File: src/rtl/sfd_pause_pkg.sv
package sfd_pause_pkg;
  localparam int PSC_W = 8;
  localparam int CNT_W = 12;

  typedef logic [PSC_W-1:0] psc_t;
  typedef logic [CNT_W-1:0] cnt_t;

  // divider has completed N+1 lines when this strobe arrives
  function automatic logic phase_done(input psc_t phase, input psc_t lim);
    return phase >= lim;
  endfunction

  // next divider phase; a clear forces zero and hides the strobe
  function automatic psc_t phase_next(input psc_t phase, input psc_t lim,
                                      input logic stb, input logic clr);
    psc_t r;
    if (clr)                        r = '0;
    else if (!stb)                  r = phase;
    else if (phase_done(phase, lim)) r = '0;
    else                            r = phase + psc_t'(1);
    return r;
  endfunction

  // next pause count; load wins, decrement saturates at zero
  function automatic cnt_t count_next(input cnt_t cnt, input logic ld,
                                      input cnt_t val, input logic tick);
    cnt_t r;
    if (ld)                     r = val;
    else if (tick && cnt != '0) r = cnt - cnt_t'(1);
    else                        r = cnt;
    return r;
  endfunction
endpackage

File: src/rtl/sfd_psc_bank.sv
module sfd_psc_bank
  import sfd_pause_pkg::*;
#(
  parameter int NCH   = 3,
  parameter int SEL_W = 2
) (
  input  logic                  clk,
  input  logic                  rst_n,
  input  logic                  we,
  input  logic [SEL_W-1:0]      sel,
  input  psc_t                  val,
  output logic [NCH-1:0][PSC_W-1:0] n_q,
  output logic [NCH-1:0]        hit
);
  for (genvar c = 0; c < NCH; c++) begin : g_reg
    assign hit[c] = we && (sel == SEL_W'(c));
    always_ff @(posedge clk) begin
      if (!rst_n)      n_q[c] <= '0;
      else if (hit[c]) n_q[c] <= val;
    end
  end
endmodule

File: src/rtl/sfd_line_divider.sv
module sfd_line_divider
  import sfd_pause_pkg::*;
(
  input  logic clk,
  input  logic rst_n,
  input  logic stb,
  input  logic clr,
  input  psc_t lim,
  output psc_t phase_q,
  output logic tick
);
  assign tick = stb && !clr && phase_done(phase_q, lim);

  always_ff @(posedge clk) begin
    if (!rst_n) phase_q <= '0;
    else        phase_q <= phase_next(phase_q, lim, stb, clr);
  end
endmodule

File: src/rtl/sfd_pause_counter.sv
module sfd_pause_counter
  import sfd_pause_pkg::*;
(
  input  logic clk,
  input  logic rst_n,
  input  logic ld,
  input  cnt_t ld_val,
  input  logic tick,
  output cnt_t cnt_q,
  output logic busy
);
  assign busy = (cnt_q != '0);

  always_ff @(posedge clk) begin
    if (!rst_n) cnt_q <= '0;
    else        cnt_q <= count_next(cnt_q, ld, ld_val, tick);
  end
endmodule

File: src/rtl/sfd_pause_timer.sv
module sfd_pause_timer
  import sfd_pause_pkg::*;
#(
  parameter int NCH   = 3,
  parameter int SEL_W = (NCH > 1) ? $clog2(NCH) : 1
) (
  input  logic             clk,
  input  logic             rst_n,
  input  logic             line_stb,
  input  logic             psc_we,
  input  logic [SEL_W-1:0] psc_sel,
  input  logic [PSC_W-1:0] psc_val,
  input  logic [NCH-1:0]   pause_ld,
  input  logic [CNT_W-1:0] pause_val,
  input  logic [NCH-1:0]   chan_en,
  output logic [NCH-1:0]   paused,
  output logic [NCH-1:0]   fetch_ok
);
  // named internal events, visible to the bound checker
  logic [NCH-1:0][PSC_W-1:0] psc_q;
  logic [NCH-1:0]            wr_hit;
  logic [NCH-1:0]            phase_clr;
  logic [NCH-1:0][PSC_W-1:0] phase_q;
  logic [NCH-1:0]            tick_w;
  logic [NCH-1:0][CNT_W-1:0] cnt_q;

  sfd_psc_bank #(.NCH(NCH), .SEL_W(SEL_W)) psc_i (
    .clk(clk), .rst_n(rst_n), .we(psc_we), .sel(psc_sel), .val(psc_val),
    .n_q(psc_q), .hit(wr_hit)
  );

  for (genvar c = 0; c < NCH; c++) begin : g_ch
    assign phase_clr[c] = wr_hit[c] || pause_ld[c];

    sfd_line_divider div_i (
      .clk(clk), .rst_n(rst_n), .stb(line_stb), .clr(phase_clr[c]),
      .lim(psc_q[c]), .phase_q(phase_q[c]), .tick(tick_w[c])
    );

    sfd_pause_counter cnt_i (
      .clk(clk), .rst_n(rst_n), .ld(pause_ld[c]), .ld_val(pause_val),
      .tick(tick_w[c]), .cnt_q(cnt_q[c]), .busy(paused[c])
    );

    assign fetch_ok[c] = chan_en[c] && !paused[c];
  end
endmodule

File: config.mk
export PLATFORM = sky130hd
export DESIGN_NAME = sfd_pause_timer
export DESIGN_NICKNAME = d
export VERILOG_FILES = /design/src/rtl/sfd_pause_pkg.sv /design/src/rtl/sfd_psc_bank.sv /design/src/rtl/sfd_line_divider.sv /design/src/rtl/sfd_pause_counter.sv /design/src/rtl/sfd_pause_timer.sv
export SDC_FILE = /design/constraint.sdc
export NUM_CORES = 1
export LEC_CHECK = 0
export BUFFER_PORTS_ARGS = -buffer_cell sky130_fd_sc_hd__buf_4
export CAP_MARGIN = 20
export CORE_MARGIN = 3
export CORE_UTILIZATION = 45
export DETAILED_ROUTE_END_ITERATION = 16
export PLACE_DENSITY_LB_ADDON = 0.12
export RECOVER_POWER = 25
export SLEW_MARGIN = 30
export SYNTH_ARGS = -nofsm -noshare
export SYNTH_HDL_FRONTEND = slang
export SYNTH_HIERARCHICAL = 1
export SYNTH_SLANG_ARGS = --single-unit
File: constraint.sdc
create_clock -name clk -period 3 [get_ports clk]
set_input_delay 0.75 -clock clk [delete_from_list [all_inputs] [get_ports clk]]
set_output_delay 0.75 -clock clk [all_outputs]
set_load 0.05 [all_outputs]
==> flow_summary.rst, run 1 <==
.. list-table::
   :header-rows: 1

   * - Metric
     - Value
   * - GRT Util Overall
     - a little under a fifth
   * - First-pass GRT wire length
     - about 19,000 um
   * - Arrival time of the worst setup path
     - approximately 2100 ps
   * - Worst setup startpoint
     - g_ch[2].cnt_i/cnt_q[0]
   * - Via count of the first global-routing pass
     - 3,933
   * - DP Area
     - 5380 um2
   * - Max rail drop VDD
     - ~0.00024 V
   * - Final #Nets
     - 645
   * - Top-level I/O count
     - 38
   * - Top cell type by total area after synthesis
     - dfxtp_1
   * - Post-synth design cell area
     - 4940 um2
   * - Share of Yosys cell area claimed by the top area cell type
     - 34.1%
   * - Power per cell area
     - 459 nW/um2
   * - Syn_nets
     - ~600
   * - I/O Buffers
     - 37
   * - Vertical extent of the die
     - 111 um
   * - Initial antenna violation count
     - 0
   * - Clock-pin slew reported for the worst setup and hold paths after clock tree synthesis
     - roughly 80 ps
   * - Number of search-and-repair iterations in the first detailed-routing pass
     - 5
   * - Finished layout cell area
     - 5590 um2
   * - Average size of a mapped cell
     - 9.20 um2
   * - Vias per Instance
     - around 5.6
   * - CTS tree
     - built
   * - Largest fanout of any net on the critical path
     - 4
   * - Number of hold violations in the final report
     - 0
   * - Crit share post-route
     - 94.5%
   * - Final weighted congestion of routability-driven global placement
     - roughly 0.85
   * - Worst slew pin tran
     - 1000 ps
   * - Distinct cells, synth
     - 50
   * - Clock latency reported for the late side of the worst-skew pair
     - 370 ps
   * - Diodes inserted
     - 0
   * - WL final
     - 11,400 um
   * - Most instantiated library cell after synthesis
     - dfxtp_1
   * - Grt total ovfl
     - 0
   * - Delay of the slowest critical-path stage
     - 500 ps
   * - Area of the die
     - 12,300 um2
   * - Ratio of cells with drive above 1 in the final layout
     - 17.9%
   * - H-tree depth reported by CTS
     - 3
   * - Largest net degree at the start of global routing
     - 56
   * - Fraction of met2 tracks used by global routing
     - 31.4%
   * - DR DRC count
     - 0
   * - Main flop type after synthesis
     - dfxtp_1
   * - Core outline area
     - 10,500 um2
   * - Buffer and inverter count on the worst path
     - 2
   * - CTS sink count
     - between 80 and 90
   * - Most common library cells after synthesis
     - dfxtp_1 (84), nand2_1 (50), o21ai_0 (39)
   * - Setup-failing EPs final
     - 0
   * - Ordered cell list for the critical path
     - inv_1 > ha_1 > or4b_4 > nor2_1 > nand2_1 > nor2b_2 > buf_4
   * - Number of clock buffers inserted by TritonCTS
     - 9
   * - Relative slew margins
     - 33.2%
   * - Startpoint type of the worst setup path
     - register
   * - Hold Buf Count CTS
     - 0
   * - Post-Route Setup TNS
     - 0 ps
   * - Number of buffers inserted by post-CTS setup repair
     - 0
   * - Violation count after the first detailed-route iteration
     - 174
   * - Proportion of synthesized flip-flops having asynchronous set or reset
     - 0%
   * - Reg-to-Reg Start
     - g_ch[0].div_i/phase_q[0]
   * - Met3 usage
     - 5.08%
   * - Detailed-route via count
     - 4,026
   * - Critical path's top delay family
     - simple AND/OR/NAND/NOR gates
   * - Data required time at the worst endpoint
     - approximately 2300 ps
   * - P_leak
     - 2.15 nW
   * - Number of register bits inferred by synthesis
     - 84
   * - HP Start
     - psc_i/n_q[20]
   * - Critical Path Slowest Stage Cell
     - or4b_4
   * - Clock Skew
     - between 10 and 15 ps
   * - Status
     - completed
   * - Post-detail-place hpwl
     - 8410 um
   * - Routing layer with the top usage in global route
     - met2
   * - Top cells by area, synth
     - dfxtp_1 (34%), ha_1 (8.4%), mux2i_1 (6.7%)
   * - Type of the setup path with the least slack
     - register to output port
   * - Remaining antenna violation count
     - 0
   * - Post-synthesis instance total
     - 537
   * - Upper clock frequency limit
     - 353 MHz
   * - Max capacitance violation total
     - 0
   * - Minimum clock period after layout
     - roughly 2800 ps
   * - Clock root buffer
     - clkbuf_8
   * - Setup repair after global routing missed its margin
     - false
   * - Maximum buffer depth of the clock tree
     - 2
   * - Synthesis-to-finish area growth
     - 13.2%
   * - DR WL/cell
     - 15.7 um
   * - Count of flip-flops with a built-in enable after synthesis
     - 0
   * - Grt met1 use
     - 24.3%
   * - Sequential cell area fraction in the yosys report
     - 34.1%
   * - Initial Utilization
     - 47.0%
   * - Die Wd
     - 111 um
   * - Number of rows created at floorplan
     - 37
   * - Yosys warnings
     - 6
   * - R2R setup slack
     - around 300 ps
   * - Min-delay worst type
     - register to register
   * - CP endpoint kind
     - output port
   * - Slew Limit Fails
     - 0
-- cell usage in the layout (no fill, tap or decap), drive strengths merged, types with 4 or more instances in the layout --
cell	netlist	final
dfxtp	84	84
nand2	50	50
buf	12	48
o21ai	39	39
nor2	33	33
mux2i	33	33
ha	33	33
inv	31	32
a21oi	18	18
nand4	18	18
xnor2	18	18
nor3b	16	16
a31oi	12	12
xor2	12	12
clkbuf	6	12
or4	9	9
o31ai	9	9
nor2b	9	9
nor3	6	6
nor4	6	6
nand2b	6	6
o311a	6	6
o211a	6	6
or2	6	6
or4b	6	6
clkinv	3	6
and3	6	6
nand3b	4	4
-- final cells by class --
class / instances / area, um2
Clock inverter: 6 / 87.6
Fill cell: 976 / 4920
Inverter: 34 / 128
Tap cell: 136 / 170
Sequential cell: 84 / 1680
Timing Repair Buffer: 50 / 369
Multi-Input combinational cell: 401 / 3030
Clock buffer: 10 / 128
-- layer usage --
layer,routed length [um],share of wire (%)
met1,5370,47
met2,5410,48
met3,493,4.3
met4,83,0.73
met5,0,0
-- tightest hold or removal path, stage by stage (launching register included) --
cell	delay, ps
dfxtp_1	320
nand2_1	50
mux2i_1	50
-- registers in the layout (all words and copies together) (netlist names) --
register / count
g_ch.div_i/phase_q: 24
psc_i/n_q: 24
g_ch.cnt_i/cnt_q: 36
-- worst paths after layout --
check	cells past startpoint	end
max	7	fetch_ok[2]
min	2	psc_i/n_q[20]
max reg2reg	10	g_ch[0].cnt_i/cnt_q[8]
min reg2reg	2	psc_i/n_q[20]
-- report_power, final --
group	switching, mW	internal [mW]
Sequential	0.0549	1.17
Clock	0.431	0.471
Combinational	0.245	0.195
Total	0.731	1.83
-- stage by stage --
step / instances / utilization [%] / worst slack, ps / power, mW / hold WS, ps
after floorplan: 537 / - / 11.7 / 1.55 / 435
after global placement: 705 / 51.2 / 221 / 1.67 / 444
after detailed placement: 705 / 51.2 / 166 / 1.68 / 453
after CTS: 721 / 53.2 / 155 / 2.59 / 469
after global routing: 721 / 53.2 / 24.9 / 2.69 / 479
final: 721 / 53.2 / 166 / 2.56 / 466
-- kinds of logic after synthesis --
group / after synthesis / share of synthesized area [%]
DFF: 84 / 34.1
and+or+nand+nor: 188 / 23.4
AOI/OAI and AO/OA: 114 / 16.6
adders and majority gates: 33 / 8.36
buffers and inverters: 52 / 4.86
xor gates and xnor gates: 30 / 5.32
muxes: 36 / 7.37
-- what timing repair did --
action,CTS,global route
endpoints found under the setup margin,0,1
hold endpoints to repair,0,0
resized for setup,0,1
No activity file was read; power rests on OpenSTA's default activity.
==> inputs of run 2 (changes only) <==
- ABC_AREA: default -> 1
- CORE_MARGIN: 3 -> default
- CORE_UTILIZATION: 45 -> 30
==> run 2 against run 1 <==
Register-to-register slack improved by 390 ps. Synthesized cell count increased by 56%. Global-route usage decreased by 3.8 points. Worst hold slack improved by 21 ps. Via count increased by 22%. Synthesized area increased by 15%. Non-clock buffer count decreased by 8. Cell area increased by 12%. Largest cell class unchanged. Highest routed layer unchanged.
==> flow_summary.rst, run 2 <==
.. list-table::
   :header-rows: 1

   * - Metric
     - Value
   * - Commonest cells after routing, fill and taps aside
     - nand2_1 (182), nor2_1 (123), inv_1 (118), dfxtp_1 (84), nand3_1 (76)
   * - Area of the die
     - 19,500 um2
   * - Core outline area
     - 18,300 um2
   * - P_leak
     - 2.99 nW
   * - I/O Buffers
     - 37
   * - Remaining antenna violation count
     - 0
   * - Via count of the first global-routing pass
     - 4,664
   * - GRT Util Overall
     - 15.0%
   * - Largest net degree at the start of global routing
     - 29
   * - Violation count after the first detailed-route iteration
     - 255
   * - Synthesis-to-finish area growth
     - 10.7%
   * - Most instantiated library cell after synthesis
     - nand2_1
   * - Hold Buf Count CTS
     - 0
   * - Critical Path Slowest Stage Cell
     - nor2_1
   * - Diodes inserted
     - 0
   * - Relative slew margins
     - between 30% and 40%
   * - Most common library cells after synthesis
     - nand2_1 (182), nor2_1 (122), inv_1 (118)
   * - Minimum clock period after layout
     - 2660 ps
   * - Data required time at the worst endpoint
     - approximately 2300 ps
   * - Number of hold violations in the final report
     - 0
   * - Main flop type after synthesis
     - dfxtp_1
   * - Type of the setup path with the least slack
     - register to output port
   * - DR WL/cell
     - 12.8 um
   * - Count of flip-flops with a built-in enable after synthesis
     - 0
   * - Buffer and inverter count on the worst path
     - 1
   * - H-tree depth reported by CTS
     - 3
   * - Top cell type by total area after synthesis
     - dfxtp_1
   * - Upper clock frequency limit
     - 375 MHz
   * - Status
     - completed
   * - Endpoint of the worst hold path
     - psc_i/n_q[6]
   * - Delay of the slowest critical-path stage
     - 380 ps
   * - Syn_nets
     - between 900 and 1,000
   * - Max capacitance violation total
     - 0
   * - Vertical extent of the die
     - 140 um
   * - Power per cell area
     - about 480 nW/um2
   * - Post-detail-place hpwl
     - 10,700 um
   * - Sequential cell area fraction in the yosys report
     - 29.6%
   * - Top cells by area, synth
     - dfxtp_1 (30%), nand2_1 (12%), nor2_1 (8.1%)
   * - Vias per Instance
     - 4.45
   * - Largest fanout of any net on the critical path
     - 8
   * - Ordered cell list for the critical path
     - nor2_1 > nand2_1 > nor4_1 > nand4_1 > nor2_2 > buf_4
   * - Parity-gate share of the synthesized area counting xor and xnor cells
     - 4.63%
   * - Number of register bits inferred by synthesis
     - 84
   * - Final #Nets
     - approximately 930
   * - Utilization of the core after routing
     - 34.4%
   * - CTS tree
     - built
   * - Number of clock buffers inserted by TritonCTS
     - 9
   * - Design Power
     - 3.04 mW
   * - Clock Skew
     - 8.10 ps
   * - R2R cell count
     - 13
   * - Max FFs per register
     - 36
   * - Clock-pin slew reported for the worst setup and hold paths after clock tree synthesis
     - 60 ps
   * - Initial antenna violation count
     - 0
   * - Number of rows created at floorplan
     - 49
   * - Arrival time of the worst setup path
     - ~1900 ps
   * - CTS sink count
     - 84
   * - Top-level I/O count
     - 38
   * - Share of the synthesized area in compound gates (AO/OA/AOI/OAI)
     - 7.85%
   * - Final weighted congestion of routability-driven global placement
     - about 0.8
   * - Distinct cells, synth
     - 33
   * - End of the worst register-to-register path
     - g_ch[0].cnt_i/cnt_q[10]
   * - HP Start
     - psc_i/n_q[6]
   * - CP endpoint kind
     - output port
   * - Clock root buffer
     - clkbuf_16
   * - WL final
     - around 14,000 um
   * - Critical path's top delay family
     - simple AND/OR/NAND/NOR gates
   * - Proportion of synthesized flip-flops having asynchronous set or reset
     - 0%
   * - Share of Yosys cell area claimed by the top area cell type
     - 29.6%
   * - Worst slew pin tran
     - 953 ps
   * - Number of buffers inserted by post-CTS setup repair
     - 0
   * - Final instance count without filler cells
     - roughly 1,100
   * - Clock latency reported for the late side of the worst-skew pair
     - 350 ps
   * - Maximum buffer depth of the clock tree
     - 2
   * - First-pass GRT wire length
     - 23,300 um
   * - Die Wd
     - 140 um
   * - Reg-to-Reg Start
     - g_ch[0].div_i/phase_q[5]
   * - Crit share post-route
     - 88.8%
   * - Post-synth design cell area
     - 5680 um2
   * - Average size of a mapped cell
     - roughly 6.8 um2
   * - Cell Count Post-Placement
     - roughly 1,100
   * - Number of search-and-repair iterations in the first detailed-routing pass
     - 4
   * - Number of instances on the worst hold path
     - 2
   * - Cells resized by post-CTS repair
     - 0
   * - Setup repair after global routing missed its margin
     - false
   * - Min-delay worst type
     - register to register
   * - Post-synthesis instance total
     - around 840
   * - Ratio of cells with drive above 1 in the final layout
     - between 10% and 20%
   * - Startpoint type of the worst setup path
     - register
   * - Main combinational cell family by area after synthesis
     - simple AND/OR/NAND/NOR gates
   * - Leading registers by flop count
     - g_ch.cnt_i/cnt_q: 36 flops, g_ch.div_i/phase_q: 24 flops, psc_i/n_q: 24 flops
   * - Top reg by flops
     - g_ch.cnt_i/cnt_q
   * - Synthesized-area fraction occupied by and/or/nand/nor cells
     - 37.9%
   * - Grt total ovfl
     - 0
   * - Initial Utilization
     - 31.1%
   * - DR DRC count
     - 0
   * - Adder and majority gate portion of the synthesized area
     - 7.27%
   * - Max rail drop VDD
     - roughly 0.0003 V
   * - Setup-failing EPs final
     - 0
   * - Fill cell count
     - 2,040
   * - Worst hold slack across all endpoints
     - around 490 ps
   * - Yosys warnings
     - 6
   * - Slew Limit Fails
     - 0
   * - Post-Route Setup TNS
     - 0 ps
   * - Post-synthesis mux area share
     - 0.529%
   * - R2R setup slack
     - about 690 ps
   * - Detailed-route via count
     - 4,907
   * - Commonest non-fill, non-tap cell in the layout
     - nand2_1
run 2: cell count changes after synthesis, moves of 9 or more:
cell,change
nor2_2,+24
a31oi_1,-12
nor3b_2,-13
inv_1,+87
o21ai_0,-24
nand3_1,+74
nand2_2,+12
nor2b_1,-9
nand2_1,+132
a21oi_1,+32
nor2_1,+89
mux2i_1,-30
run 2: per-stage QoR:
step	area, um2	worst slack (ps)
after floorplan	5680	158
after CTS	6320	328
after global routing	6280	88.2
final	6280	336
after global placement	6050	527
after detailed placement	6050	523
run 2: cell families (layout without fill, tap and decap cells):
kind of cell / Yosys count / after routing
buffers and inverters: 146 / 182
AOI/OAI and AO/OA: 80 / 80
DFF: 84 / 84
and+or+nand+nor: 462 / 462
xor gates and xnor gates: 30 / 30
muxes: 3 / 3
adders and majority gates: 33 / 33
run 2: worst min-delay path: stages, from the launching register on:
cell and delay (ps):
dfxtp_1 330, a21oi_1 40, nor2_1 80
run 2: report_power, final:
| group | switching, mW | internal, mW | leakage, nW |
|---|---|---|---|
| combinational | 0.466 | 0.268 | 2.16 |
| sequential | 0.0731 | 1.18 | 0.688 |
| clock | 0.477 | 0.579 | 0.135 |
run 2: routing by layer:
metal	GRT usage [%]	share of wire, %	up-vias
met4	4.16	1.3	0
met1	20.1	50	2137
li1	-	-	2694
met2	24.6	45	62
met5	0	0	-
met3	2.92	3.1	14
run 2: layout make-up:
cell class / instances / area (um2) / share of cell area, %
Multi-Input combinational cell: 608 / 3270 / 52.0
Sequential cell: 84 / 1680 / 26.8
Inverter: 124 / 465 / 7.41
Timing Repair Buffer: 42 / 312 / 4.96
Tap cell: 229 / 287 / 4.56
Clock buffer: 11 / 243 / 3.86
Clock inverter: 5 / 27.5 / 0.438
run 2: worst max path at each step:
stage	start	to	slack, ps	cells past startpoint
2_1_floorplan	g_ch[0].cnt_i/cnt_q[7]	fetch_ok[0]	160	5
3_3_place_gp	psc_we	g_ch[1].cnt_i/cnt_q[10]	530	14
3_5_place_dp	psc_we	g_ch[1].cnt_i/cnt_q[10]	520	14
4_1_cts	g_ch[1].cnt_i/cnt_q[7]	fetch_ok[1]	330	6
5_1_grt	g_ch[0].cnt_i/cnt_q[7]	fetch_ok[0]	90	6
6_report	g_ch[1].cnt_i/cnt_q[7]	fetch_ok[1]	340	6
==> inputs of run 3 (changes only) <==
- CAP_MARGIN: 20 -> default
- CORE_MARGIN: default -> 4
==> run 3 against run 2 <==
Flip-flop and latch count did not move. Clock power rose by 21%. Global-route usage fell by 1.3 points. Wire length rose by 2.2%. Sequential power barely moved. Sequential share of layout area fell by 0.41 points. Clock skew barely moved. Final cell count rose by 0.45%. Clock-buffer cell count rose by 1. Core utilization fell by 0.16 points. Worst hold slack got worse by 2.1 ps. Cell area rose by 1.6%. Critical endpoint is now fetch_ok[2]. Highest routed layer unchanged.
==> flow_summary.rst, run 3 (synthesis gave the netlist of run 2 again) <==
.. list-table::
   :header-rows: 1

   * - Metric
     - Value
   * - Type of the setup path with the least slack
     - register to output port
   * - Delay of the slowest critical-path stage
     - 390 ps
   * - Die Wd
     - 146 um
   * - Sequential group share of total power
     - 38.2%
   * - HP Start
     - psc_i/n_q[7]
   * - WL final
     - 14,400 um
   * - DP Area
     - 6060 um2
   * - Leading registers by flop count
     - g_ch.cnt_i/cnt_q: 36 flops, g_ch.div_i/phase_q: 24 flops, psc_i/n_q: 24 flops
   * - Commonest cells after routing, fill and taps aside
     - nand2_1 (182), nor2_1 (122), inv_1 (118), dfxtp_1 (84), nand3_1 (74)
   * - Critical Path Slowest Stage Cell
     - nor2_1
   * - Buffer and inverter count on the worst path
     - 1
   * - Utilization of the core after routing
     - between 30% and 40%
   * - Arrival time of the worst setup path
     - 1880 ps
   * - Max rail drop VDD
     - 0.000280 V
   * - Number of search-and-repair iterations in the first detailed-routing pass
     - 4
   * - Relative slew margins
     - about a third
   * - Final instance count without filler cells
     - 1,108
   * - GRT Util Overall
     - 13.8%
   * - Violation count after the first detailed-route iteration
     - around 130
   * - Setup-failing EPs final
     - 0
   * - Minimum clock period after layout
     - between 2000 and 3000 ps
   * - Ratio of cells with drive above 1 in the final layout
     - 14.0%
   * - Crit share post-route
     - 87.6%
   * - CTS sink count
     - 84
   * - DR DRC count
     - 0
   * - Cell Count Post-Placement
     - 1,092
   * - End of the worst register-to-register path
     - g_ch[0].cnt_i/cnt_q[10]
   * - Area of the die
     - between 20,000 and 25,000 um2
   * - Clock root buffer
     - clkbuf_16
   * - Post-Route Setup TNS
     - 0 ps
   * - Top reg by flops
     - g_ch.cnt_i/cnt_q
   * - Net switching fraction of the power
     - 30.9%
   * - Commonest non-fill, non-tap cell in the layout
     - nand2_1
   * - Fill cell count
     - between 2,000 and 2,500
   * - Upper clock frequency limit
     - 381 MHz
   * - Max FFs per register
     - 36
   * - Power per cell area
     - 514 nW/um2
   * - DR WL/cell
     - approximately 13 um
   * - Switching component of the power
     - around 1.0 mW
   * - First-pass GRT wire length
     - ~24,000 um
   * - Grt total ovfl
     - 0
   * - Largest net degree at the start of global routing
     - 22
   * - Clock-pin slew reported for the worst setup and hold paths after clock tree synthesis
     - approximately 60 ps
   * - H-tree depth reported by CTS
     - 3
   * - Cell-internal power
     - 2.27 mW
   * - Clock latency reported for the late side of the worst-skew pair
     - 350 ps
   * - Data required time at the worst endpoint
     - 2250 ps
   * - I/O Buffers
     - 37
   * - Largest fanout of any net on the critical path
     - 8
   * - Number of instances on the worst hold path
     - 2
   * - Max capacitance violation total
     - 0
   * - Core outline area
     - 18,600 um2
   * - Post-detail-place hpwl
     - 10,800 um
   * - Startpoint type of the worst setup path
     - register
   * - Min-delay worst type
     - register to register
   * - Ordered cell list for the critical path
     - nor2_1 > nand2_1 > nor4_1 > nand4_1 > nor2_2 > buf_4
   * - CP endpoint kind
     - output port
   * - Worst hold slack across all endpoints
     - 485 ps
   * - Via count of the first global-routing pass
     - about 4,700
   * - R2R setup slack
     - 730 ps
   * - Part of the total power dissipated in the clock network
     - 39.2%
   * - Initial antenna violation count
     - 0
   * - Remaining antenna violation count
     - 0
   * - Detailed-route via count
     - ~5,000
   * - Clock Skew
     - 8.05 ps
   * - Combinational cell fraction of total power
     - 22.6%
   * - Final weighted congestion of routability-driven global placement
     - 0.815
   * - P_leak
     - 3.01 nW
   * - Cells resized by post-CTS repair
     - 0
   * - Hold Buf Count CTS
     - 0
   * - Status
     - completed
   * - Top-level I/O count
     - 38
   * - Vias per Instance
     - between 4 and 5
   * - Finished layout cell area
     - 6380 um2
   * - Number of clock buffers inserted by TritonCTS
     - 9
   * - Endpoint of the worst hold path
     - psc_i/n_q[7]
   * - Critical path's top delay family
     - simple AND/OR/NAND/NOR gates
   * - Final critical-path setup slack
     - 372 ps
   * - Number of buffers inserted by post-CTS setup repair
     - 0
   * - Initial Utilization
     - 30.4%
   * - Design Power
     - around 3.3 mW
   * - Vertical extent of the die
     - 146 um
   * - Number of hold violations in the final report
     - 0
   * - Synthesis-to-finish area growth
     - 12.5%
   * - CTS tree
     - built
   * - Diodes inserted
     - 0
   * - Slew Limit Fails
     - 0
   * - Number of rows created at floorplan
     - 50
   * - Worst slew pin tran
     - 997 ps
   * - Maximum buffer depth of the clock tree
     - 2
   * - Setup WS pre-CTS
     - 520 ps
   * - Setup repair after global routing missed its margin
     - false
   * - Reg-to-Reg Start
     - g_ch[0].div_i/phase_q[3]
   * - R2R cell count
     - 15
   * - Final #Nets
     - between 900 and 1,000
run 3: cell count changes in the layout (fill, tap and decap cells not counted):
cell       delta
buf_4         -1
clkbuf_8      -1
nand3_4       +2
clkinv_2      -4
bufinv_16     +3
nor2_1        -1
clkbuf_1      +3
nor2_4        +1
nand3_1       -2
run 3: worst max-delay path by stage:
stage	startpoint	end	slack, ps	cells past startpoint
final	g_ch[2].cnt_i/cnt_q[7]	fetch_ok[2]	370	6
after global routing	g_ch[2].cnt_i/cnt_q[7]	fetch_ok[2]	180	6
after CTS	g_ch[2].cnt_i/cnt_q[7]	fetch_ok[2]	340	6
after detailed placement	psc_we	g_ch[2].cnt_i/cnt_q[10]	520	14
after global placement	psc_we	g_ch[2].cnt_i/cnt_q[10]	550	14
after floorplan	g_ch[0].cnt_i/cnt_q[7]	fetch_ok[0]	160	5
run 3: tightest hold or removal path, stage by stage (launching register included):
cell	delay (ps)
dfxtp_1	330
a21oi_1	40
nor2_1	80
run 3: area by class of cell:
cell class                 count  area (um2)  share of cell area [%]
clock buffer                  12         236                    3.70
clock inverter                 4        97.6                    1.53
inverter                     124         465                    7.29
multi-input combinational    608        3300                    51.7
sequential                    84        1680                    26.3
tap                          234         293                    4.59
timing repair buffer          42         308                    4.82
run 3: per-layer routing:
metal | routed length (um) | GRT usage [%] | share of wire (%) | vias up
li1 | - | - | - | 2689
met1 | 7120 | 18.3 | 49 | 2207
met2 | 6480 | 22.2 | 45 | 73
met3 | 580 | 3.61 | 4.0 | 14
met4 | 211 | 3.70 | 1.5 | 0
met5 | 0 | 0 | 0 | -
run 3: power by group through the flow:
stage	clock, mW	combinational (mW)	sequential [mW]
floorplan	0	0.576	1.26
global placement	0	0.753	1.28
detailed placement	0	0.749	1.28
CTS	1.32	0.752	1.26
global route	1.37	0.850	1.26
finish	1.28	0.742	1.25
